## config.mk

```make
export PLATFORM = sky130hd
export DESIGN_NAME = bulk_regwr_decoder
export DESIGN_NICKNAME = d
export VERILOG_FILES = /design/src/rtl/bulkdec_pkg.sv /design/src/rtl/bulk_cmd_parser.sv /design/src/rtl/vreg_dual_bank.sv /design/src/rtl/vreg_field_tap.sv /design/src/rtl/bulk_regwr_decoder.sv
export SDC_FILE = /design/constraint.sdc
export NUM_CORES = 2
export LEC_CHECK = 0
export ABC_AREA = 0
export BUFFER_PORTS_ARGS = -buffer_cell sky130_fd_sc_hd__buf_2
export CAP_MARGIN = 20
export CORE_ASPECT_RATIO = 1.75
export CORE_MARGIN = 10
export CORE_UTILIZATION = 30
export DETAILED_ROUTE_END_ITERATION = 12
export GPL_TIMING_DRIVEN = 0
export PLACE_DENSITY = 0.44
export SLEW_MARGIN = 20
export SYNTH_ARGS = -nofsm -noshare
export SYNTH_HDL_FRONTEND = slang
export SYNTH_SLANG_ARGS = --single-unit
```

## constraint.sdc

```tcl
create_clock -name clk -period 3.55 [get_ports clk]
set_input_delay 0.71 -clock clk [delete_from_list [all_inputs] [get_ports clk]]
set_output_delay 0.71 -clock clk [all_outputs]
set_load 0.005 [all_outputs]
```

## src/rtl/bulkdec_pkg.sv

```systemverilog
package bulkdec_pkg;

  localparam logic [7:0] PREFIX_BYTE = 8'hAF;
  localparam logic [7:0] CODE_REGWR  = 8'h20;
  localparam logic [7:0] CODE_COPY16 = 8'h6A;
  localparam int         COPY_BYTES  = 7;

  localparam logic [7:0] CTRL_IDX   = 8'hFF;
  localparam logic [7:0] CTRL_LOCK  = 8'h00;
  localparam logic [7:0] CTRL_APPLY = 8'hFF;

  localparam int HPIX_IDX = 'h0F;
  localparam int VPIX_IDX = 'h17;
  localparam int PCLK_IDX = 'h1B;
  localparam int FB16_IDX = 'h20;
  localparam int FB8_IDX  = 'h26;

  typedef enum logic [2:0] {
    PS_HUNT,
    PS_CODE,
    PS_INDEX,
    PS_VALUE,
    PS_SKIP
  } parse_state_t;

  function automatic logic idx_in_bank(input logic [7:0] idx, input int nregs);
    return int'(idx) < nregs;
  endfunction

  function automatic int skip_reload(input int payload);
    return payload - 1;
  endfunction

  // byte lane inside a multi-byte field for register offset k
  function automatic int lane_of(input int k, input int nbytes, input logic msb_first);
    return msb_first ? (nbytes - 1 - k) : k;
  endfunction

endpackage

```

## src/rtl/bulk_cmd_parser.sv

```systemverilog
module bulk_cmd_parser
  import bulkdec_pkg::*;
#(
  parameter logic [7:0] PREFIX   = PREFIX_BYTE,
  parameter logic [7:0] WR_CODE  = CODE_REGWR,
  parameter logic [7:0] CPY_CODE = CODE_COPY16,
  parameter int         CPY_LEN  = COPY_BYTES
) (
  input  logic       clk,
  input  logic       rst_n,
  input  logic       in_valid,
  input  logic [7:0] in_data,
  output logic       in_ready,
  output logic       wr_fire,
  output logic [7:0] wr_idx,
  output logic [7:0] wr_data,
  output logic       err_fire,
  output logic       err_flag
);

  localparam int CW = (CPY_LEN > 1) ? $clog2(CPY_LEN) : 1;

  parse_state_t  st_q, st_d;
  logic [CW-1:0] cnt_q, cnt_d;
  logic [7:0]    idx_q, idx_d;
  logic          rdy_q, err_q;
  logic          take;

  assign take     = in_valid && rdy_q;
  assign in_ready = rdy_q;
  assign err_flag = err_q;
  assign wr_idx   = idx_q;
  assign wr_data  = in_data;

  always_comb begin
    st_d     = st_q;
    cnt_d    = cnt_q;
    idx_d    = idx_q;
    wr_fire  = 1'b0;
    err_fire = 1'b0;
    if (take) begin
      case (st_q)
        PS_HUNT: begin
          if (in_data == PREFIX) st_d = PS_CODE;
        end
        PS_CODE: begin
          if (in_data == PREFIX) begin
            st_d = PS_CODE;
          end else if (in_data == WR_CODE) begin
            st_d = PS_INDEX;
          end else if (in_data == CPY_CODE) begin
            st_d  = PS_SKIP;
            cnt_d = CW'(skip_reload(CPY_LEN));
          end else begin
            err_fire = 1'b1;
            st_d     = PS_HUNT;
          end
        end
        PS_INDEX: begin
          idx_d = in_data;
          st_d  = PS_VALUE;
        end
        PS_VALUE: begin
          wr_fire = 1'b1;
          st_d    = PS_HUNT;
        end
        PS_SKIP: begin
          if (cnt_q == '0) st_d = PS_HUNT;
          else             cnt_d = cnt_q - 1'b1;
        end
        default: st_d = PS_HUNT;
      endcase
    end
  end

  always_ff @(posedge clk or negedge rst_n) begin
    if (!rst_n) begin
      st_q  <= PS_HUNT;
      cnt_q <= '0;
      idx_q <= '0;
      rdy_q <= 1'b0;
      err_q <= 1'b0;
    end else begin
      st_q  <= st_d;
      cnt_q <= cnt_d;
      idx_q <= idx_d;
      rdy_q <= 1'b1;
      if (err_fire) err_q <= 1'b1;
    end
  end

endmodule

```

## src/rtl/vreg_dual_bank.sv

```systemverilog
module vreg_dual_bank
  import bulkdec_pkg::*;
#(
  parameter int         NUM_REGS = 64,
  parameter logic [7:0] CTL_IDX  = CTRL_IDX,
  parameter logic [7:0] LOCK_VAL = CTRL_LOCK,
  parameter logic [7:0] APPLY_VAL = CTRL_APPLY
) (
  input  logic                  clk,
  input  logic                  rst_n,
  input  logic                  wr_fire,
  input  logic [7:0]            wr_idx,
  input  logic [7:0]            wr_data,
  input  logic [7:0]            rd_idx,
  output logic [7:0]            rd_data,
  output logic [NUM_REGS*8-1:0] live_flat,
  output logic                  locked,
  output logic                  lock_fire,
  output logic                  commit_fire
);

  localparam int IW = (NUM_REGS > 1) ? $clog2(NUM_REGS) : 1;

  logic          locked_q;
  logic          data_hit;
  logic [IW-1:0] wr_slot, rd_slot;

  assign lock_fire   = wr_fire && (wr_idx == CTL_IDX) && (wr_data == LOCK_VAL);
  assign commit_fire = wr_fire && (wr_idx == CTL_IDX) && (wr_data == APPLY_VAL);
  assign data_hit    = wr_fire && (wr_idx != CTL_IDX) && idx_in_bank(wr_idx, NUM_REGS);
  assign wr_slot     = wr_idx[IW-1:0];
  assign rd_slot     = rd_idx[IW-1:0];
  assign locked      = locked_q;

  always_ff @(posedge clk or negedge rst_n) begin
    if (!rst_n)           locked_q <= 1'b0;
    else if (lock_fire)   locked_q <= 1'b1;
    else if (commit_fire) locked_q <= 1'b0;
  end

  for (genvar g = 0; g < NUM_REGS; g++) begin : g_reg
    logic [7:0] stage_q;
    logic [7:0] live_q;
    logic       sel;
    assign sel = data_hit && (wr_slot == IW'(g));

    always_ff @(posedge clk or negedge rst_n) begin
      if (!rst_n) begin
        stage_q <= '0;
        live_q  <= '0;
      end else begin
        if (sel) stage_q <= wr_data;
        if (commit_fire)            live_q <= stage_q;
        else if (sel && !locked_q)  live_q <= wr_data;
      end
    end
    assign live_flat[g*8 +: 8] = live_q;
  end

  always_comb begin
    rd_data = '0;
    if (idx_in_bank(rd_idx, NUM_REGS)) rd_data = live_flat[rd_slot*8 +: 8];
  end

endmodule

```

## src/rtl/vreg_field_tap.sv

```systemverilog
module vreg_field_tap
  import bulkdec_pkg::*;
#(
  parameter int   NUM_REGS  = 64,
  parameter int   BASE      = 0,
  parameter int   NBYTES    = 2,
  parameter logic MSB_FIRST = 1'b1
) (
  input  logic [NUM_REGS*8-1:0] live_flat,
  output logic [NBYTES*8-1:0]   value
);

  for (genvar k = 0; k < NBYTES; k++) begin : g_lane
    localparam int LANE = lane_of(k, NBYTES, MSB_FIRST);
    assign value[LANE*8 +: 8] = live_flat[(BASE+k)*8 +: 8];
  end

endmodule

```

## src/rtl/bulk_regwr_decoder.sv

```systemverilog
module bulk_regwr_decoder
  import bulkdec_pkg::*;
#(
  parameter int NUM_REGS = 64,
  parameter int CPY_LEN  = COPY_BYTES
) (
  input  logic        clk,
  input  logic        rst_n,
  input  logic        in_valid,
  input  logic [7:0]  in_data,
  output logic        in_ready,
  input  logic [7:0]  rd_idx,
  output logic [7:0]  rd_data,
  output logic [15:0] h_pixels,
  output logic [15:0] v_pixels,
  output logic [15:0] pix_clk_5k,
  output logic [23:0] fb16_base,
  output logic [23:0] fb8_base,
  output logic        locked,
  output logic        err_flag
);

  logic                  wr_fire, err_fire, lock_fire, commit_fire;
  logic [7:0]            wr_idx, wr_data;
  logic [NUM_REGS*8-1:0] live_flat;

  bulk_cmd_parser #(.CPY_LEN(CPY_LEN)) u_parse (
    .clk(clk), .rst_n(rst_n),
    .in_valid(in_valid), .in_data(in_data), .in_ready(in_ready),
    .wr_fire(wr_fire), .wr_idx(wr_idx), .wr_data(wr_data),
    .err_fire(err_fire), .err_flag(err_flag)
  );

  vreg_dual_bank #(.NUM_REGS(NUM_REGS)) u_bank (
    .clk(clk), .rst_n(rst_n),
    .wr_fire(wr_fire), .wr_idx(wr_idx), .wr_data(wr_data),
    .rd_idx(rd_idx), .rd_data(rd_data), .live_flat(live_flat),
    .locked(locked), .lock_fire(lock_fire), .commit_fire(commit_fire)
  );

  vreg_field_tap #(.NUM_REGS(NUM_REGS), .BASE(HPIX_IDX), .NBYTES(2), .MSB_FIRST(1'b1))
    u_hpix (.live_flat(live_flat), .value(h_pixels));
  vreg_field_tap #(.NUM_REGS(NUM_REGS), .BASE(VPIX_IDX), .NBYTES(2), .MSB_FIRST(1'b1))
    u_vpix (.live_flat(live_flat), .value(v_pixels));
  vreg_field_tap #(.NUM_REGS(NUM_REGS), .BASE(PCLK_IDX), .NBYTES(2), .MSB_FIRST(1'b0))
    u_pclk (.live_flat(live_flat), .value(pix_clk_5k));
  vreg_field_tap #(.NUM_REGS(NUM_REGS), .BASE(FB16_IDX), .NBYTES(3), .MSB_FIRST(1'b1))
    u_fb16 (.live_flat(live_flat), .value(fb16_base));
  vreg_field_tap #(.NUM_REGS(NUM_REGS), .BASE(FB8_IDX), .NBYTES(3), .MSB_FIRST(1'b1))
    u_fb8 (.live_flat(live_flat), .value(fb8_base));

endmodule

```

==> flow_summary_export.csv <==
group,metric,value,unit
outcome,outcome,"finished with violations",
outcome,violations,"setup timing",
sta,slew-limit-headroom,0.0628,
cts,clock-sinks,1041,
worst_setup_path,start_kind,"primary input",
place,dp_cells,6348,
power_and_ir_drop,ir_drop,0.000403,V
die,die_w,326,um
cts,cts_inserted_buffers,104,
synth,synth_area_leaders,"dfrtp_1, mux2_2, mux2i_1",
hold_path,hold_depth,2,
hold_path,hold-path-endpoint,"u_bank.g_reg[7].live_q[1]",
route,wire_per_inst,33.6,um
sta,tightest_slew,1.40,ns
place,hpwl,164000,um
global_route,overflow,0,
place,dp_worst_setup_slack,-1.90,ns
synth,netlist_top_cells_count,"dfrtp_1, nand2_1, mux2_2",
sta,hold_viol,0,
global_route,grt_max_degree,124,
sta,fmax,276,MHz
synth,ys_seq_elements,1041,
flow_run,drv_cap,0,
place,io_buffers,121,
worst_setup_path,rr_startpoint,"u_parse.wr_idx[5]",
route,dr.pass1.iters,5,
route,vias,35100,
power_and_ir_drop,power_leakage,27.9,nW
sta,finalClockSkew,0.0323,ns
route,drt_iter0_drc,3107,
global_route,track_usage,0.238,
cells_and_area,syn_to_final_growth,18.8,%
cts,cts_buffer_depth,3,
cells_and_area,final_cells,6588,
sta,setup_ws,-0.0769,ns
die,die_y,555,um
sta,rsz0062_at_grt,"yes",
hold_path,worstHoldStart,"u_bank.g_reg[7].stage_q[1]",
sta,timing.final.crit_share,1.02,
cts,cts-root-buf,"clkbuf_16",
place,gp_congestion,1.01,
sta,min_period,3.63,ns
worst_setup_path,cp_max_fo,8,
hold_path,hold_class,"reg -> reg",
worst_setup_path,critPathCaptureType,"output pin",
die,io-pin-count,126,
die,start_util,0.302,
cells_and_area,design_area,58300,um2
route,drtAntennaViolNets,0,
route,drc,0,
route,wirelength,221000,um
die,core,163000,um2
synth,synth_edf_count,0,
die,die-area,181000,um2
synth,syn-cell-area,49100,um2
synth,syn-num-nets,4035,
synth,synth.top_cell.area_share,0.530,
die,std_cell_rows,196,
global_route,grt_pass1_wl,305000,um
synth,seq_area_frac_synth,0.530,
place,place_area,53400,um2
synth,yosys_warnings,0,
cells_and_area,n_fill_cell,16300,
route,vias_per_cell,5.32,
worst_setup_path,rrSetupSlack,0.03,ns
global_route,antenna_found_initial,20,
global_route,grtUsageMet3,0.0342,
global_route,met1_usage,0.266,
worst_setup_path,r2r_end,"u_bank.g_reg[9].live_q[2]",
synth,yosysUniqueCellTypes,57,
synth,syn_avg_cell_area,12.2,um2
global_route,gr-max-usage-layer,"met2",
sta,finalMaxSlewViolations,0,
synth,synth_cells,4014,
power_and_ir_drop,p_total,0.0273,W
cts,clk_latency,0.75,ns
synth,synth_area_leader_cell,"dfrtp_1",
synth,yosys.cell_count.top_type,"dfrtp_1",
worst_setup_path,arrival,2.92,ns
power_and_ir_drop,power.density,468,nW/um2
cts,htreeDepth,3,
synth,synthArstFlopShare,1.00,
worst_setup_path,r2r_cells,8,
cts,cts.clk_slew.worst_paths,0.06,ns
cells_and_area,nets,4346,
cts,cts_tree,"built",
cells_and_area,layout-drive-gt1-share,0.312,
worst_setup_path,critical_path_class,"in -> out",
synth,ys.flop_type,"dfrtp_1",
worst_setup_path,critPathRequiredTime,2.84,ns
global_route,first_global_vias,36200,
sta,finalSetupViolCount,5,
global_route,use_met2,0.426,
-- what timing repair did --
item                       4_1_cts  5_1_grt
pin swaps                       10       13
hold buffers                     1        0
gates cloned                     1        3
hold endpoints to repair        81        0
setup buffers                   15       29
gates resized for setup        164       55
setup endpoints to repair      617      205
-- flip-flops by register name (all words and copies together) (netlist names) --
| signal | count |
|---|---|
| u_bank.g.live_q | 512 |
| u_parse.wr_idx | 8 |
| u_parse.st_q | 3 |
| u_parse.in_ready | 1 |
| u_parse.cnt_q | 3 |
| u_bank.g.stage_q | 512 |
| u_parse.err_flag | 1 |
| u_bank.locked | 1 |
-- worst max-delay path, stage by stage --
cell       delay [ns]
buf_16           0.14
buf_16           0.18
buf_16           0.18
clkbuf_16        0.21
buf_16           0.17
buf_12           0.14
mux2i_4          0.21
a211oi_2         0.51
a22o_4           0.26
buf_6            0.10
-- metrics by stage --
stage / utilization / setup TNS, ns / hold slack [ns]
final: 0.358 / -0.189 / 0.461
after floorplan: - / 0 / 0.414
after detailed placement: 0.328 / -293.92 / 0.459
after CTS: 0.355 / -0.176 / 0.419
after global placement: 0.322 / - / 0.451
after global routing: 0.358 / -1.13 / 0.480
-- worst max path at each step --
stage	startpoint	end	slack (ns)	cells past startpoint
floorplan	rd_idx[0]	rd_data[0]	0.20	7
global placement	rst_n	u_bank.g_reg[24].live_q[4]	-22.97	1
detailed placement	rd_idx[0]	rd_data[0]	-1.90	8
CTS	rd_idx[0]	rd_data[0]	-0.07	9
global route	u_parse.st_q[1]	u_bank.g_reg[13].live_q[2]	-0.09	7
finish	rd_idx[0]	rd_data[6]	-0.08	10
-- logic make-up after synthesis --
logic type / synth area share
mux: 0.287
simple gates: 0.0733
other cells: 0.0000763
buf+inv: 0.0448
flops: 0.530
fa+ha+maj: 0.000509
compound gates: 0.0645
-- final cells by class --
type                       count  area, um2  share of cell area
buffer                       398       2670              0.0458
clock buffer                 150       3030              0.0519
inverter                       7       26.3            0.000450
timing repair buffer         206       1970              0.0337
tap                         2178       2730              0.0467
clock inverter                36        509             0.00873
antenna                        5       12.5            0.000214
multi-input combinational   2567      21400               0.366
sequential                  1041      26100               0.447
-- cells in the final DEF, fill, tap and decap left out, types with 7 or more instances in the layout --
| master | instances |
|---|---|
| buf_1 | 8 |
| buf_12 | 17 |
| buf_16 | 29 |
| buf_2 | 154 |
| buf_4 | 134 |
| buf_6 | 46 |
| bufinv_16 | 9 |
| clkbuf_1 | 180 |
| clkbuf_16 | 112 |
| clkbuf_2 | 33 |
| clkbuf_8 | 29 |
| clkinv_2 | 16 |
| dfrtp_1 | 1037 |
| inv_1 | 7 |
| mux2_2 | 526 |
| mux2i_1 | 519 |
| mux4_2 | 128 |
| nand2_1 | 597 |
| nand2b_1 | 17 |
| nand3_1 | 40 |
| nor2_1 | 19 |
| nor2_2 | 10 |
| nor2b_1 | 8 |
| nor3_2 | 12 |
| nor3_4 | 31 |
| o21ai_0 | 227 |
| o21ai_1 | 305 |
| o22ai_1 | 9 |
| o22ai_2 | 7 |
-- where the power goes --
part | internal, W | switching [W] | leakage [nW]
registers | 0.0123 | 0.000228 | 14.5
clock network | 0.00661 | 0.00524 | 1.74
logic | 0.000855 | 0.00211 | 11.7
total | 0.0197 | 0.00758 | 27.9
-- layer usage --
| metal | share of wire | vias up |
|---|---|---|
| met5 | 0.00046 | - |
| met4 | 0.071 | 16 |
| met3 | 0.048 | 449 |
| met2 | 0.51 | 1166 |
| met1 | 0.37 | 18600 |
| li1 | - | 14800 |
Power figures use the tool's default switching activity.
